### config.mk
export PLATFORM = sky130hd
export DESIGN_NAME = cfg3w_slave
export DESIGN_NICKNAME = d
export VERILOG_FILES = /design/src/rtl/cfg3w_pkg.sv /design/src/rtl/cfg3w_sync.sv /design/src/rtl/cfg3w_regbank.sv /design/src/rtl/cfg3w_frame.sv /design/src/rtl/cfg3w_slave.sv
export SDC_FILE = /design/constraint.sdc
export NUM_CORES = 1
export LEC_CHECK = 0
export BUFFER_PORTS_ARGS = -buffer_cell sky130_fd_sc_hd__buf_4
export CAP_MARGIN = 20
export CORE_MARGIN = 3
export CORE_UTILIZATION = 40
export DETAILED_ROUTE_END_ITERATION = 16
export GPL_TIMING_DRIVEN = 0
export PLACE_DENSITY_LB_ADDON = 0.25
export SETUP_SLACK_MARGIN = 0.2
export SLEW_MARGIN = 20
export SYNTH_ARGS = -nofsm -noshare
export SYNTH_HDL_FRONTEND = slang
export SYNTH_SLANG_ARGS = --single-unit
### constraint.sdc
create_clock -name clk -period 3 [get_ports clk]
set_input_delay 0.6 -clock clk [delete_from_list [all_inputs] [get_ports clk]]
set_output_delay 0.6 -clock clk [all_outputs]
set_load 0.03 [all_outputs]
### src/rtl/cfg3w_pkg.sv
package cfg3w_pkg;

  localparam int DEF_NREGS = 36;
  localparam int DEF_AW    = 7;
  localparam int DEF_DW    = 8;
  localparam int DEF_SYNC  = 2;

  typedef enum logic [1:0] {
    PH_ADDR = 2'd0,
    PH_DIR  = 2'd1,
    PH_DATA = 2'd2,
    PH_DONE = 2'd3
  } phase_e;

  // Phase of the next bit to be captured, given how many were already taken.
  function automatic phase_e frame_phase(input int taken, input int aw, input int dw);
    if (taken < aw)               return PH_ADDR;
    else if (taken == aw)         return PH_DIR;
    else if (taken < aw + 1 + dw) return PH_DATA;
    else                          return PH_DONE;
  endfunction

endpackage

### src/rtl/cfg3w_sync.sv
module cfg3w_sync #(
  parameter int W      = 3,
  parameter int STAGES = 2
) (
  input  logic         clk,
  input  logic         rst,
  input  logic [W-1:0] async_i,
  output logic [W-1:0] sync_o
);

  logic [W-1:0] chain [STAGES];

  genvar s;
  generate
    for (s = 0; s < STAGES; s++) begin : g_stage
      if (s == 0) begin : g_first
        always_ff @(posedge clk) begin
          if (rst) chain[s] <= '0;
          else     chain[s] <= async_i;
        end
      end else begin : g_next
        always_ff @(posedge clk) begin
          if (rst) chain[s] <= '0;
          else     chain[s] <= chain[s-1];
        end
      end
    end
  endgenerate

  assign sync_o = chain[STAGES-1];

endmodule

### src/rtl/cfg3w_regbank.sv
module cfg3w_regbank #(
  parameter int NREGS = 36,
  parameter int AW    = 7,
  parameter int DW    = 8
) (
  input  logic                clk,
  input  logic                rst,
  input  logic                we,
  input  logic [AW-1:0]       waddr,
  input  logic [DW-1:0]       wdata,
  input  logic [AW-1:0]       raddr,
  output logic [DW-1:0]       rdata,
  output logic [NREGS*DW-1:0] regs_flat
);

  logic [DW-1:0] mem [NREGS];

  genvar k;
  generate
    for (k = 0; k < NREGS; k++) begin : g_reg
      always_ff @(posedge clk) begin
        if (rst)                         mem[k] <= '0;
        else if (we && waddr == AW'(k))  mem[k] <= wdata;
      end
      assign regs_flat[k*DW +: DW] = mem[k];
    end
  endgenerate

  // Out-of-range addresses fall through to zero.
  always_comb begin
    rdata = '0;
    for (int i = 0; i < NREGS; i++) begin
      if (raddr == AW'(i)) rdata = mem[i];
    end
  end

endmodule

### src/rtl/cfg3w_frame.sv
module cfg3w_frame
  import cfg3w_pkg::*;
#(
  parameter int NREGS = 36,
  parameter int AW    = 7,
  parameter int DW    = 8
) (
  input  logic          clk,
  input  logic          rst,
  input  logic          sclk_s,
  input  logic          latch_s,
  input  logic          sdi_s,
  input  logic [DW-1:0] rd_data,
  output logic [AW-1:0] rd_addr,
  output logic          cmt_vld,
  output logic [AW-1:0] cmt_addr,
  output logic [DW-1:0] cmt_data,
  output logic          sdo,
  output logic          sdo_oe
);

  localparam int FRAME = AW + 1 + DW;
  localparam int CW    = $clog2(FRAME + 1);

  logic          sclk_d, latch_d;
  logic [CW-1:0] cnt;
  logic [AW-1:0] addr_sh;
  logic [DW-2:0] data_sh;
  logic [DW-1:0] rd_sh;
  logic          dir_wr;
  logic          abort;

  logic   sclk_fall, sclk_rise, latch_fall;
  phase_e ph;
  logic   level_ok;
  logic   last_bit;

  always_comb begin
    sclk_fall  = sclk_d & ~sclk_s;
    sclk_rise  = ~sclk_d & sclk_s;
    latch_fall = latch_d & ~latch_s;
    ph         = frame_phase(int'(cnt), AW, DW);
    level_ok   = (ph == PH_DATA) ? latch_s : ~latch_s;
    last_bit   = (int'(cnt) == FRAME - 1);
  end

  always_ff @(posedge clk) begin
    if (rst) begin
      sclk_d   <= 1'b0;
      latch_d  <= 1'b0;
      cnt      <= '0;
      addr_sh  <= '0;
      data_sh  <= '0;
      rd_sh    <= '0;
      dir_wr   <= 1'b0;
      abort    <= 1'b0;
      cmt_vld  <= 1'b0;
      cmt_addr <= '0;
      cmt_data <= '0;
      sdo      <= 1'b0;
      sdo_oe   <= 1'b0;
    end else begin
      sclk_d  <= sclk_s;
      latch_d <= latch_s;
      cmt_vld <= 1'b0;
      if (latch_fall) begin
        cnt    <= '0;
        abort  <= 1'b0;
        sdo_oe <= 1'b0;
      end else if (sclk_fall && ph != PH_DONE) begin
        cnt <= cnt + 1'b1;
        if (abort || !level_ok) begin
          abort  <= 1'b1;
          sdo_oe <= 1'b0;
        end else begin
          unique case (ph)
            PH_ADDR: addr_sh <= {addr_sh[AW-2:0], sdi_s};
            PH_DIR: begin
              dir_wr <= sdi_s;
              rd_sh  <= rd_data;
            end
            PH_DATA: begin
              data_sh <= {data_sh[DW-3:0], sdi_s};
              if (last_bit) begin
                sdo_oe <= 1'b0;
                if (dir_wr && int'(addr_sh) < NREGS) begin
                  cmt_vld  <= 1'b1;
                  cmt_addr <= addr_sh;
                  cmt_data <= {data_sh, sdi_s};
                end
              end
            end
            default: ;
          endcase
        end
      end else if (sclk_rise && !abort && !dir_wr && ph == PH_DATA) begin
        sdo_oe <= 1'b1;
        sdo    <= rd_sh[DW-1];
        rd_sh  <= {rd_sh[DW-2:0], 1'b0};
      end
    end
  end

  assign rd_addr = addr_sh;

endmodule

### src/rtl/cfg3w_slave.sv
module cfg3w_slave #(
  parameter int NREGS = 36,
  parameter int AW    = 7,
  parameter int DW    = 8,
  parameter int SYNC  = 2
) (
  input  logic                clk,
  input  logic                rst,
  input  logic                sclk_i,
  input  logic                latch_i,
  input  logic                sdata_i,
  output logic                sdata_o,
  output logic                sdata_oe_o,
  output logic [NREGS*DW-1:0] regs_o,
  output logic                wr_stb_o,
  output logic [AW-1:0]       wr_addr_o
);

  logic [2:0]    pins_s;
  logic [AW-1:0] rd_addr;
  logic [DW-1:0] rd_data;
  logic          cmt_vld;
  logic [AW-1:0] cmt_addr;
  logic [DW-1:0] cmt_data;

  cfg3w_sync #(.W(3), .STAGES(SYNC)) u_sync (
    .clk     (clk),
    .rst     (rst),
    .async_i ({sdata_i, latch_i, sclk_i}),
    .sync_o  (pins_s)
  );

  cfg3w_frame #(.NREGS(NREGS), .AW(AW), .DW(DW)) u_frame (
    .clk      (clk),
    .rst      (rst),
    .sclk_s   (pins_s[0]),
    .latch_s  (pins_s[1]),
    .sdi_s    (pins_s[2]),
    .rd_data  (rd_data),
    .rd_addr  (rd_addr),
    .cmt_vld  (cmt_vld),
    .cmt_addr (cmt_addr),
    .cmt_data (cmt_data),
    .sdo      (sdata_o),
    .sdo_oe   (sdata_oe_o)
  );

  cfg3w_regbank #(.NREGS(NREGS), .AW(AW), .DW(DW)) u_bank (
    .clk       (clk),
    .rst       (rst),
    .we        (cmt_vld),
    .waddr     (cmt_addr),
    .wdata     (cmt_data),
    .raddr     (rd_addr),
    .rdata     (rd_data),
    .regs_flat (regs_o)
  );

  assign wr_stb_o  = cmt_vld;
  assign wr_addr_o = cmt_addr;

endmodule

=== Word level (Yosys, flattened, before mapping) ===
Memory sizes are Yosys's and may differ from the RTL's.
Cells that the tools add are included.

* $add $sub $neg: 1
* Muxes and demuxes: 199
* Shift operators: 0
* Bitwise gates (word level): 49
* Div/mod/pow operators: 0
* Magnitude comparators: 3
* Eq/ne operators: 79
* Reduce and logical (&&, ||, !) cells: 59
* Multipliers: 0

{| class="wikitable"
|+ Operators with widths
! kind !! count
|-
| 2-to-1 mux 8 bit || 76
|-
| equality test 7 x 5 -> 1 bit, second input constant || 32
|-
| 2-to-1 mux 1 bit || 119
|-
| equality test 7 x 4 -> 1 bit, second input constant || 16
|-
| equality test 7 x 3 -> 1 bit, second input constant || 8
|-
| equality test 7 x 6 -> 1 bit, second input constant || 8
|-
| logical AND 1 bit || 41
|-
| bitwise OR 1 bit || 38
|-
| equality test 7 x 2 -> 1 bit, second input constant || 4
|-
| AND reduction 4 bit || 4
|-
| equality test 7 x 1 -> 1 bit, second input constant || 2
|-
| zero test 7 bit || 2
|-
| inverter 1 bit || 8
|-
| less-than comparator 7 x 6 -> 1 bit, second input constant || 1
|-
| 2-to-1 mux 3 bit || 2
|-
| != test 2 bit, second input constant || 3
|-
| != test 3 x 2 -> 1 bit, second input constant || 2
|-
| AND reduction 3 bit || 2
|-
| AND reduction 6 bit || 1
|-
| OR reduction 6 bit || 1
|-
| adder 5 x 1 -> 5 bit, second input constant || 1
|-
| equality test 5 x 4 -> 1 bit, second input constant || 1
|-
| equality test 5 bit, second input constant || 1
|-
| less-than comparator 5 x 3 -> 1 bit, second input constant || 1
|-
| 11 further kinds || 16
|}

* Register bits: 49
* Latch bits: 0
* RAM bits: 294
* Bits in read-only memories: 0
* Input port bits: 5
* Word-level logic and storage cells: 405
* Output and inout port bits: 298
* Memories kept: 2

{| class="wikitable"
|+ Memory list
! memory !! words !! bits a word !! read ports !! clocked after memory_dff !! write ports !! RTL line !! source
|-
| u_bank.mem || 36 || 8 || 36 || 0 || 36 || cfg3w_regbank.sv:16 || <nowiki>logic [DW-1:0] mem [NREGS];</nowiki>
|-
| u_sync.chain || 2 || 3 || 2 || 0 || 2 || cfg3w_sync.sv:11 || <nowiki>logic [W-1:0] chain [STAGES];</nowiki>
|}

=== Depth between registers and ports, before layout ===
Gate-level depths: netlist of run 1.

* Depth after elaboration: 40
* Depth in mapped cells: 11
* Gate-level depth less buffers: 8

=== Modules after synthesis ===
A second synthesis of run 1 with hierarchy kept.

* Cells, all modules: 1,517
* Area, all modules: 17,346.6 sq um

{| class="wikitable"
|+ Modules (own cells, without submodules)
! module !! cells an instance !! instances !! sequential area each (sq um) !! area an instance (sq um)
|-
| cfg3w_regbank || 1,291 || 1 || 8,648.3 || 15,039.4
|-
| cfg3w_frame || 214 || 1 || 980.9 || 2,149.6
|-
| cfg3w_sync || 12 || 1 || 120.1 || 157.7
|}

=== Worst setup path before layout of run 1 ===
No wires, ideal clock.

* Kind: register to register
* From: register u_frame.cnt[0]
* To: register u_frame.cmt_addr[3]
* Path buffers: 1
* Period minus slack after synthesis: 2.406 ns
* Path slack: 0.594 ns
* Data required time: 2.872 ns
* Cell stages (with the launch flop): 10
* Data arrival time: 2.279 ns
* Setup time: 0.128 ns
* Cells stage by stage: dfxtp_1 ha_1 and4b_1 o21a_1 or2_1 a21o_1 nor3_4 buf_4 mux2i_1 nor2_1

* Cells in the longest elaborated chain, start to end: 10
* Elaborated cells on any way between the ends: 15
* Classes of those cells: order compare: 2; eq/ne: 4; mux: 4; bitwise: 1; reduce/logical: 4

{| class="wikitable"
|+ Ends and longest elaborated chain
! element !! RTL line !! source
|-
| start, declared || cfg3w_frame.sv:26 || <nowiki>logic [CW-1:0] cnt;</nowiki>
|-
| start signal, assigned || cfg3w_frame.sv:71 || <nowiki>cnt <= cnt + 1'b1;</nowiki>
|-
| less-than comparator 5 bit || cfg3w_pkg.sv:19 || <nowiki>else if (taken < aw + 1 + dw) return PH_DATA;</nowiki>
|-
| 2-to-1 mux 1 bit || cfg3w_pkg.sv:19 ||
|-
| 2-to-1 mux 2 bit || cfg3w_pkg.sv:18 || <nowiki>else if (taken == aw) return PH_DIR;</nowiki>
|-
| 2-to-1 mux 2 bit || cfg3w_pkg.sv:17 || <nowiki>if (taken < aw) return PH_ADDR;</nowiki>
|-
| equality test 2 bit || cfg3w_frame.sv:43, cfg3w_frame.sv:76 ||
|-
| 2-to-1 mux 1 bit || cfg3w_frame.sv:43 || <nowiki>level_ok = (ph == PH_DATA) ? latch_s : ~latch_s;</nowiki>
|-
| zero test 1 bit || cfg3w_frame.sv:72 || <nowiki>if (abort || !level_ok) begin</nowiki>
|-
| logical OR 1 bit || cfg3w_frame.sv:72 ||
|-
| inverter 1 bit (no source line) || - ||
|-
| AND reduction 6 bit (no source line) (*) || - ||
|-
| end signal, assigned || cfg3w_frame.sv:88 || <nowiki>cmt_addr <= addr_sh;</nowiki>
|-
| end, declared || cfg3w_frame.sv:16 || <nowiki>output logic [AW-1:0] cmt_addr,</nowiki>
|}

Mark *: on every way between the ends. The rest lies on a longest branch, timed or not.
A chain may end at the register's enable or synchronous reset.

==> results by group, run 1 <==
Drt
  – DRT Wirelength: 80300 um
  – Initial drt markers: 1985
  – Detail-routed via count per cell: 6.21
  – DRC violations left: 0
  – Avg WL per Cell: 33.2 um
  – Total number of vias: about 15000
  – Number of antenna-violating nets in the routed design: 0
  – Pre-Repair DR Iteration Count: 7

Logic synthesis
  – Post-synth ARST share: 0%
  – Number of distinct library cells after synthesis: 76
  – Portion of synthesized cell area occupied by the leading cell type: 51.5%
  – Warning count from the yosys run: 0
  – Yosys reg bits: 343
  – Number of synthesized flops with an enable pin: 288
  – Leading area contributor after synthesis: edfxtp_1
  – Post-synthesis cell count: roughly 1500
  – Most common flop cell mapped by yosys: edfxtp_1
  – Ranking of synthesized cells by area: edfxtp_1, and2_1, dfxtp_1
  – Summed instance area of the synthesized netlist: 16800 sq um
  – Synth Net Count: 1519
  – Average instance area after synthesis: roughly 11 sq um
  – Proportion of synthesized chip area in sequential cells: 58.1%

Critical path
  – Endpoint class of the critical path: register
  – Slowest stage delay, CP: 0.89 ns
  – Crit path kind: register to register
  – Series of cell instances along the critical path: clkbuf_1 > nor2b_1 > nand2_1 > o21ai_1
  – Worst-path maximum fanout: 9
  – Required time worst endpoint: roughly 3.2 ns
  – Worst R2R Path Depth: 4
  – Launching element type of the critical path: register
  – Crit path max-delay family: compound AO/OA/AOI/OAI gates
  – Signal arrival time at the worst endpoint: 3.11 ns
  – Slack of the worst reg-to-reg path: 0.07 ns
  – CP Buf/Inv Count: 1
  – Logic depth of the worst setup path including buffers: 4
  – Slowest stage cell, crit path: o21ai_1

Timing
  – Peak clock frequency supported by timing: 341 MHz
  – Actual transition at the worst max-transition pin: 1.25 ns
  – Number of hold violations in the final report: 0
  – Fin. max-slew vios: 0
  – Unrepaired setup endpoints after global routing: true
  – Slew margin rel.: 16.6%
  – Count of endpoints failing setup in the final report: 0
  – Final period util: 97.7%
  – Maximum clock skew at final layout: approximately 0.022 ns
  – Minimum clock period: 2.93 ns

Power and ir drop
  – Flop pwr share: 49.0%
  – Worst vdd rail ir drop: roughly 430 uV
  – Internal Power: 8.46 mW
  – Pleak: 7.85 nW
  – Clock power frac: 41.8%
  – Switching power share of the total: 25.8%
  – Proportion of power drawn by combinational gates: 9.1%
  – Pwr/cell area: between 500 and 600 nW/um^2
  – Switching power: 2.93 mW

CTS
  – Cts-stage hold buffer count: 0
  – TritonCTS Buffers: 39
  – Cell chosen for the clock root: clkbuf_16
  – H-Tree Level Count: 2
  – TritonCTS clock tree: done
  – Worst skew pair latency: 0.57 ns
  – Maximum number of buffers from clock root to sink: 3
  – # clock sinks: 343
  – CTS clk-pin slew, worst paths: 0.07 ns

Layout
  – Area growth from synthesis to final layout: 28.6%
  – Area taken by flip-flops and latches: 9750 sq um
  – Cell Count, Final, Fillers Out: 2420
  – Fraction of layout instances using a drive strength above 1: 28.5%
  – Total number of nets in the final design: roughly 1900
  – Multi-input combinational cell area: 6940 sq um
  – Antenna diode instance count: 0
  – Finished Core Util: 52.5%
  – Filler Cell Count: between 3000 and 4000

Floorplan
  – Die ar.: around 44000 sq um
  – I/O pin total: 303
  – Horizontal die dimension: roughly 210 um
  – Standard-cell rows: 74
  – Vertical die dimension: 211 um
  – Core Box Area: 41100 sq um
  – Initial Utilization: just over 40%

Global routing
  – Global routing usage summed across all routing layers: 35.4%
  – Global-route wire length before repair: 111000 um
  – Antenna violations before repair: 2
  – Vias in the first global route: 14700
  – Largest net degree at the start of global routing: 15
  – Overflow left after global routing: 0

Hold path
  – Min-Delay Path Class: input pin to register
  – Hold depth: 2

Outcome
  – Run status: completed

Place
  – Placed Instances: ~2300
  – HPWL after detailed placement: 59200 um
  – Port-buffer cells: 301
  – GP Congestion: 0.983

Job
  – Number of max-cap violations: 0
[synthesized netlist by cell type (9+ instances only)]
| library cell | instances |
|---|---|
| nor2b_1 | 25 |
| a21oi_1 | 60 |
| inv_1 | 15 |
| mux2_2 | 15 |
| nor3_1 | 24 |
| nor2_1 | 137 |
| o21a_1 | 9 |
| nand2_1 | 67 |
| o22ai_1 | 24 |
| edfxtp_1 | 288 |
| dfxtp_1 | 55 |
| o211ai_1 | 9 |
| mux2i_1 | 59 |
| buf_2 | 20 |
| nand3_1 | 34 |
| a22oi_1 | 11 |
| o2111ai_1 | 9 |
| a221oi_1 | 11 |
| and2_1 | 293 |
| a211oi_1 | 12 |
| nand2b_1 | 12 |
| o21ai_0 | 86 |
| clkbuf_1 | 80 |
[worst paths after layout]
path	from	end
worst max register to register	u_frame.cmt_addr[0]	u_bank.mem[2][13]
worst min register to register	u_sync.chain[0][0]	u_sync.chain[1][0]
worst min-delay path	sdata_i	u_sync.chain[0][2]
worst max-delay path	u_frame.cmt_addr[0]	u_bank.mem[2][13]
[sequential cells by signal, indices dropped and copies added (netlist names)]
signal            flops
u_frame.abort         1
u_frame.cnt           5
u_frame.cmt_addr      7
u_frame.cmt_data      8
u_frame.dir_wr        1
u_frame.data_sh       7
u_bank.mem          288
u_frame.rd_addr       7
u_frame.sdo_oe        1
u_frame.sclk_d        1
u_frame.cmt_vld       1
u_frame.latch_d       1
u_frame.rd_sh         8
u_sync.chain          6
u_frame.sdo           1
[cells in the final DEF, fill, tap and decap left out, types with 6 or more instances in the layout]
master,instances
mux4_2,7
mux2_2,15
nor2b_1,25
o211ai_1,9
o21a_1,9
a21oi_1,57
nor2_2,16
dfxtp_1,54
o21ai_2,16
clkbuf_2,21
nand2_1,61
buf_6,6
o22ai_1,24
clkbuf_4,15
nand4_1,8
buf_2,10
o21ai_0,48
a211oi_1,8
mux2i_1,57
nor4_1,7
clkbuf_16,41
and2_1,293
clkbuf_1,51
o32ai_1,8
a31oi_1,7
inv_1,15
o21ai_1,21
a221oi_1,9
nor3_1,18
edfxtp_1,288
clkinv_1,6
buf_4,319
a22oi_1,10
nor2_1,119
o2111ai_1,7
nand3_1,34
nand2b_1,12
[logic make-up after synthesis]
family / count (synthesis) / synth area share, %
simple gates: 647 / 21.0
flops: 343 / 58.1
compound gates: 311 / 12.2
buf+inv: 125 / 3.01
mux: 81 / 5.46
xor+xnor: 3 / 0.156
fa+ha+maj: 2 / 0.149
[power by group through the flow]
stage | clock network [mW] | logic, mW | registers [mW]
3_5_place_dp | 0 | 1.02 | 5.67
4_1_cts | 4.76 | 1.03 | 5.58
5_1_grt | 4.98 | 1.08 | 5.59
2_1_floorplan | 0 | 0.165 | 5.98
3_3_place_gp | 0 | 1.01 | 5.68
6_report | 4.76 | 1.04 | 5.59
[what timing repair did]
item / in CTS / in global routing
pin swaps: 2 / 10
endpoints found under the setup margin: 241 / 215
gates resized for setup: 152 / 71
setup buffers: 0 / 5
[routing by layer]
layer	vias to the layer above	global-route usage [%]	wire length, um
li1	6235	-	-
met1	7520	49.0	32700
met2	1042	53.4	35400
met3	216	9.10	8540
met4	4	14.5	3620
met5	-	0	29
[stage by stage]
step | hold slack, ns | instance area, sq um | setup slack, ns | power [mW] | setup TNS, ns
2_1_floorplan | 0.414 | 16800 | 0.594 | 6.15 | 0
3_3_place_gp | 0.421 | 19700 | -1.50 | 6.69 | -115.98
3_5_place_dp | 0.423 | 19700 | -1.47 | 6.69 | -100.36
4_1_cts | 0.247 | 21300 | 0.119 | 11.4 | 0
5_1_grt | 0.267 | 21600 | 0.107 | 11.6 | 0
6_report | 0.266 | 21600 | 0.0679 | 11.4 | 0
[final cells by class]
class / instances / area share (%)
clock buffers: 52 / 4.94
clock inverters: 17 / 0.776
plain buffers: 109 / 2.99
inverters: 15 / 0.261
multi-input cells: 1044 / 32.1
well taps: 532 / 3.08
flip-flops and latches: 343 / 45.1
repair buffers: 308 / 10.7
(Power assumes the default switching activity.)
==> inputs of run 2 (changes only) <==
Settings changed: CAP_MARGIN 20 to 10.
Clock period 3 ns to 3.1 ns, I/O delays scaled along.
==> run 2 against run 1 <==
  * Worst hold slack improved by 0.018 ns
  * Non-clock buffer count increased by 3
  * Sequential power decreased by 3%
  * Global-route usage about the same
  * Final area decreased by 0.62%
  * Power decreased by 3.3%
  * Clock skew increased by 0.0026 ns
  * Critical path type unchanged
  * Largest cell class unchanged
  * Largest power group unchanged
  * Highest routed layer unchanged
==> results by group, run 2 (synthesis gave the netlist of run 1 again) <==
Outcome
  – Run status: completed

Power and ir drop
  – Worst vdd rail ir drop: 412 uV
  – Power after layout: 11.0 mW
  – Pleak: 7.83 nW
  – Pwr/cell area: 513 nW/um^2

CTS
  – TritonCTS Buffers: 39
  – Maximum number of buffers from clock root to sink: 3
  – TritonCTS clock tree: done
  – CTS clk-pin slew, worst paths: 0.06 ns
  – # clock sinks: 343
  – H-Tree Level Count: 2
  – Worst skew pair latency: between 0.5 and 0.6 ns
  – Cell chosen for the clock root: clkbuf_16

Critical path
  – Slack of the worst reg-to-reg path: 0.06 ns
  – Crit path max-delay family: compound AO/OA/AOI/OAI gates
  – Worst-path maximum fanout: 10
  – Launching element type of the critical path: register
  – CP Buf/Inv Count: 4
  – Slowest stage cell, crit path: a2111oi_2
  – Required time worst endpoint: 3.58 ns
  – Worst R2R Path Depth: 9
  – Crit path kind: register to register
  – Slowest stage delay, CP: 0.65 ns
  – Series of cell instances along the critical path: clkbuf_4 > inv_1 > clkbuf_2 > clkbuf_2 > o22ai_1 > a2111oi_2 > o21a_1 > o2111ai_1 > nand2_1
  – Critical R2R Capture: u_frame.rd_sh[6]
  – Endpoint class of the critical path: register
  – Signal arrival time at the worst endpoint: 3.52 ns
  – Logic depth of the worst setup path including buffers: 9
  – Capture point of the worst path: u_frame.rd_sh[6]
  – Cell repeated most along the worst path: clkbuf_2
  – Worst setup startpoint: u_frame.rd_addr[0]
  – Worst reg2reg path startpoint: u_frame.rd_addr[0]

Drt
  – Total number of vias: 15000
  – Detail-routed via count per cell: 6.18
  – Pre-Repair DR Iteration Count: 6
  – Number of antenna-violating nets in the routed design: 0
  – DRT Wirelength: about 80000 um
  – DRC violations left: 0
  – Initial drt markers: 1928
  – Avg WL per Cell: 33.0 um

Layout
  – Cell Count, Final, Fillers Out: about 2400
  – Fraction of layout instances using a drive strength above 1: 27.3%
  – Finished Core Util: 52.2%
  – Most frequent standard cell in the layout excluding fill and tap cells: buf_4
  – Largest registers: u_bank.mem (288), u_frame.cmt_data (8), u_frame.rd_sh (8)
  – Leading cell types in the layout, fill and taps excluded: buf_4, and2_1, edfxtp_1
  – Finished layout cell area: 21500 sq um
  – Filler Cell Count: 3685
  – Most flop-heavy register: u_bank.mem
  – Area growth from synthesis to final layout: 27.8%
  – Total number of nets in the final design: 1870
  – Max reg flops: 288

Timing
  – Maximum clock skew at final layout: 0.0245 ns
  – Unrepaired setup endpoints after global routing: true
  – Minimum clock period: between 3 and 4 ns
  – Final period util: between 90% and 100%
  – Accumulated negative setup slack: 0 ns
  – Peak clock frequency supported by timing: 329 MHz
  – Count of endpoints failing setup in the final report: 0
  – Actual transition at the worst max-transition pin: 1.22 ns
  – Fin. max-slew vios: 0
  – Slew margin rel.: 18.7%
  – Number of hold violations in the final report: 0

Place
  – HPWL after detailed placement: 59200 um
  – Placed Instances: approximately 2300
  – Port-buffer cells: around 300
  – DP Area: 19700 sq um
  – GP Congestion: 0.983

Global routing
  – Antenna violations before repair: 2
  – Global routing usage summed across all routing layers: 35.4%
  – Overflow left after global routing: 0
  – Largest net degree at the start of global routing: 15
  – Global-route wire length before repair: roughly 110000 um
  – Vias in the first global route: 14700

Hold path
  – Hold depth: 2
  – Min-Delay Path Class: input pin to register

Job
  – Number of max-cap violations: 0

Floorplan
  – Core Box Area: around 41000 sq um
  – Vertical die dimension: 211 um
  – Initial Utilization: 40.9%
  – Horizontal die dimension: 211 um
  – Standard-cell rows: 74
  – I/O pin total: 303
  – Die ar.: 44500 sq um
run 2: cell types whose count changed in the layout (fill, tap and decap cells not counted), moves of 2 or more:
cell	delta
buf_2	-4
clkbuf_1	+4
clkbuf_2	+5
nand2_1	+2
nor2_1	+5
nor2_2	-4
o21ai_1	+7
o21ai_2	-7
run 2: worst min-delay path by stage:
stage | startpoint | endpoint | slack, ns
6_report | sdata_i | u_sync.chain[0][2] | 0.28
5_1_grt | sclk_i | u_sync.chain[0][0] | 0.28
4_1_cts | sdata_i | u_sync.chain[0][2] | 0.27
3_5_place_dp | u_sync.chain[0][0] | u_sync.chain[1][0] | 0.42
3_3_place_gp | u_sync.chain[0][2] | u_sync.chain[1][2] | 0.42
2_1_floorplan | u_sync.chain[0][0] | u_sync.chain[1][0] | 0.41
run 2: per-layer routing:
metal / vias up / routed length, um / global-route usage [%]
met5: - / 11 / 0
met4: 2 / 3560 / 14.4
met3: 208 / 8380 / 8.82
met2: 1078 / 35200 / 53.2
met1: 7455 / 32900 / 49.3
li1: 6243 / - / -
run 2: repair_timing:
action                     CTS  global route
hold buffers                 0             0
buffers inserted             0             8
pin swaps                    0             8
gates resized for setup    118            64
setup endpoints to repair  197            87
run 2: report_power, final:
group	internal (mW)	switching, mW	leakage, nW	total, mW
logic	0.315	0.688	4.06	1.00
clock network	2.67	1.93	0.591	4.60
registers	5.19	0.211	3.18	5.41
total	8.18	2.83	7.83	11.0
run 2: layout make-up:
class,count,area [sq um],share of cell area (%)
flip-flops and latches,343,9750,45.4
multi-input cells,1044,6810,31.7
repair buffers,311,2330,10.9
clock buffers,52,1070,4.97
well taps,532,666,3.10
plain buffers,109,614,2.86
clock inverters,17,168,0.781
inverters,15,56.3,0.262
diodes,1,2.50,0.0117
run 2: per-stage QoR:
step / worst slack [ns] / hold slack [ns]
2_1_floorplan: 0.694 / 0.414
3_3_place_gp: -1.40 / 0.421
3_5_place_dp: -1.37 / 0.423
4_1_cts: 0.0255 / 0.267
5_1_grt: 0.131 / 0.282
6_report: 0.0627 / 0.285
run 2: worst reg2reg max path: stages (launching register included):
cell	delay [ns]
dfxtp_1	0.29
clkbuf_4	0.22
inv_1	0.12
clkbuf_2	0.37
clkbuf_2	0.50
o22ai_1	0.16
a2111oi_2	0.65
o21a_1	0.26
o2111ai_1	0.22
nand2_1	0.18
==> inputs of run 3 (changes only) <==
Settings changed: ABC_AREA set to 1, HOLD_SLACK_MARGIN set to 0.08.
==> run 3 against run 2 <==
  * The run now ends with negative setup slack left
  * Non-clock buffer count decreased by 39
  * Setup slack got worse by 0.23 ns
  * First-iteration DRC count down 37%
  * Sequential power decreased by 1%
  * Synthesized cell count is 12% higher
  * Core utilization is 1.1 points higher
  * Sequential share of layout area rose by 2.9 points
  * Worst hold slack improved by 0.027 ns
==> results by group, run 3 <==
Place
  – HPWL after detailed placement: 40900 um
  – GP Congestion: 0.908
  – Port-buffer cells: 302
  – Worst Setup Slack post-DPL: -0.515 ns

Power and ir drop
  – Switching power: around 2.8 mW
  – Worst vdd rail ir drop: about 370 uV
  – Switching power share of the total: 26.1%
  – Clock power frac: roughly two fifths
  – Pwr/cell area: ~540 nW/um^2
  – Flop pwr share: about half
  – Proportion of power drawn by combinational gates: between 10 and 15%
  – Pleak: roughly 7.7 nW
  – Internal Power: 8.05 mW

Timing
  – Unrepaired setup endpoints after global routing: true
  – Count of endpoints failing setup in the final report: 4
  – Minimum clock period: 3.27 ns
  – Number of hold violations in the final report: 0
  – Fin. max-slew vios: 0
  – Actual transition at the worst max-transition pin: 1.07 ns
  – Final worst-path setup slack: -0.170 ns
  – Peak clock frequency supported by timing: roughly 310 MHz
  – Slew margin rel.: 28.4%
  – Final period util: 105%
  – Maximum clock skew at final layout: 0.0208 ns

Critical path
  – Logic depth of the worst setup path including buffers: 25
  – Slack of the worst reg-to-reg path: -0.17 ns
  – Slowest stage cell, crit path: dfxtp_4
  – Required time worst endpoint: 3.52 ns
  – CP Buf/Inv Count: 1
  – Endpoint class of the critical path: register
  – Cell repeated most along the worst path: nand4_1
  – Worst setup startpoint: u_frame.rd_addr[2]
  – Worst-path maximum fanout: 6
  – Crit path max-delay family: simple AND/OR/NAND/NOR gates
  – Capture point of the worst path: u_frame.rd_sh[6]
  – Worst R2R Path Depth: 25
  – Crit path kind: register to register
  – Signal arrival time at the worst endpoint: 3.69 ns
  – Launching element type of the critical path: register
  – Slowest stage delay, CP: 0.38 ns
  – Worst reg2reg path startpoint: u_frame.rd_addr[2]
  – Critical R2R Capture: u_frame.rd_sh[6]

Drt
  – Pre-Repair DR Iteration Count: 5
  – Detail-routed via count per cell: between 5 and 6
  – DRT Wirelength: ~55000 um
  – Avg WL per Cell: 21.2 um
  – Total number of vias: 13500
  – DRC violations left: 0
  – Initial drt markers: 1216
  – Number of antenna-violating nets in the routed design: 0

Logic synthesis
  – Number of distinct library cells after synthesis: 31
  – Summed instance area of the synthesized netlist: 15400 sq um
  – Average instance area after synthesis: 9.14 sq um
  – Post-synthesis cell count: 1686
  – Number of synthesized flops with an enable pin: 288
  – Leading area contributor after synthesis: edfxtp_1
  – Proportion of synthesized chip area in sequential cells: a little over three fifths
  – Warning count from the yosys run: 0
  – Most instantiated library cell after synthesis: nor2_1
  – List of most frequent post-synthesis cells: nor2_1, nand2_1, edfxtp_1, inv_1, nand3_1
  – Synth Net Count: 1693
  – Portion of synthesized cell area occupied by the leading cell type: 56.1%
  – Ranking of synthesized cells by area: edfxtp_1, nor2_1, nand2_1
  – Most common flop cell mapped by yosys: edfxtp_1
  – Post-synth ARST share: 0%
  – Yosys reg bits: approximately 340

CTS
  – # clock sinks: 343
  – Maximum number of buffers from clock root to sink: 3
  – H-Tree Level Count: 2
  – CTS clk-pin slew, worst paths: 0.06 ns
  – Cell chosen for the clock root: clkbuf_16
  – Cts-stage hold buffer count: 0
  – TritonCTS Buffers: 37
  – Worst skew pair latency: about 0.53 ns
  – TritonCTS clock tree: done

Layout
  – Most frequent standard cell in the layout excluding fill and tap cells: nor2_1
  – Area growth from synthesis to final layout: 31.1%
  – Most flop-heavy register: u_bank.mem
  – Finished Core Util: 53.4%
  – Leading cell types in the layout, fill and taps excluded: nor2_1, nand2_1, buf_4
  – Largest registers: u_bank.mem (288), u_frame.cmt_data (8), u_frame.rd_sh (8)
  – Max reg flops: 288
  – Fraction of layout instances using a drive strength above 1: between 20% and 30%
  – Total number of nets in the final design: around 2100
  – Antenna diode instance count: 0

Outcome
  – Run status: finished, violations left
  – Violations in the final reports: negative setup slack

Floorplan
  – Standard-cell rows: 71
  – Core Box Area: 37800 sq um
  – Initial Utilization: between 40% and 50%
  – Die ar.: 40900 sq um
  – I/O pin total: 303
  – Horizontal die dimension: 202 um
  – Vertical die dimension: 202 um

Global routing
  – Global-route wire length before repair: 80500 um
  – Vias in the first global route: between 10000 and 15000
  – Overflow left after global routing: 0
  – Global routing usage summed across all routing layers: 25.8%
  – Antenna violations before repair: 0
  – Largest net degree at the start of global routing: 15

Job
  – Number of max-cap violations: 0

Hold path
  – Min-Delay Path Class: input pin to register
run 3: cell count changes in the layout (fill, tap and decap cells not counted), moves of 22 or more:
cell / delta
nand4_1: +43
o22ai_1: -24
inv_1: +117
or2_2: +22
nor2b_1: -25
nand2_2: +31
nor2_1: +278
nand3_2: +24
clkbuf_2: -26
and2_1: -293
nand2_1: +302
mux2i_1: -57
o21ai_1: -25
run 3: worst min path at each step:
stage	from	end	slack [ns]	cells after the start
3_5_place_dp	u_sync.chain[0][1]	u_sync.chain[1][1]	0.40	2
3_3_place_gp	u_sync.chain[0][0]	u_sync.chain[1][0]	0.39	2
6_report	latch_i	u_sync.chain[0][1]	0.31	3
2_1_floorplan	u_sync.chain[0][0]	u_sync.chain[1][0]	0.39	2
5_1_grt	sdata_i	u_sync.chain[0][2]	0.31	3
4_1_cts	latch_i	u_sync.chain[0][1]	0.30	3
run 3: logic make-up (layout without fill, tap and decap cells):
family | after synthesis | count (layout) | synth area share (%)
adder cells (fa/ha/maj) | 2 | 2 | 0.162
AO/OA/AOI/OAI | 120 | 120 | 3.94
buffers and inverters | 206 | 602 | 5.21
flip-flops | 343 | 343 | 63.3
AND/OR/NAND/NOR | 1015 | 1015 | 27.4
run 3: final cells by class:
cell class,instances,area [sq um]
buffer,51,223
clock inverter,19,158
inverter,155,594
multi-input combinational,1137,5290
clock buffer,47,1010
sequential,343,9770
tap,511,639
fill,3449,17600
timing repair buffer,330,2520
run 3: worst register-to-register path, cell delays in order, from the launching register on:
cell	delay (ns)
dfxtp_4	0.38
inv_1	0.08
nand2_2	0.13
nor2_4	0.09
nand2_8	0.09
nor2_2	0.04
nor2_2	0.12
nand4_1	0.14
nor2_2	0.12
nand4_1	0.17
nor2_1	0.16
nand3_1	0.11
nor2_1	0.14
nand4_1	0.16
nor2_2	0.15
nand3_2	0.10
nand2_2	0.08
nand4_1	0.11
nand2_1	0.13
nand3_2	0.08
nand2_2	0.08
nand4_1	0.12
nand2_2	0.14
nand4_1	0.10
nand2_1	0.09
a21oi_1	0.06
run 3: layer usage:
layer  up-vias  part of all wire [%]  wire length, um  track usage (%)
met3       112                   8.3             4570             4.09
met2       673                    48            26500             43.3
met5         -                     0                0                0
li1       6249                     -                -                -
met4         0                   3.5             1910             8.12
met1      6474                    40            21900             34.5
run 3: timing repair:
action | 4_1_cts | 5_1_grt
pin swaps | 53 | 87
gates cloned | 0 | 0
setup endpoints to repair | 8 | 23
gates resized for setup | 55 | 89
buffers inserted | 13 | 15
run 3: power by group through the flow:
stage | clock, mW | sequential, mW | combinational [mW]
floorplan | 0 | 5.78 | 0.256
global placement | 0 | 5.45 | 1.12
detailed placement | 0 | 5.45 | 1.13
CTS | 4.34 | 5.35 | 1.18
global route | 4.53 | 5.37 | 1.29
finish | 4.31 | 5.35 | 1.23
run 3: stage by stage:
stage	power (mW)	hold WS (ns)	TNS [ns]	instances	area (sq um)
2_1_floorplan	6.04	0.388	0	1686	15400
3_3_place_gp	6.57	0.393	-1.99	2499	18300
3_5_place_dp	6.58	0.396	-2.13	2499	18300
4_1_cts	10.9	0.300	-0.626	2578	19800
5_1_grt	11.2	0.313	-1.94	2593	20200
6_report	10.9	0.312	-0.348	2593	20200
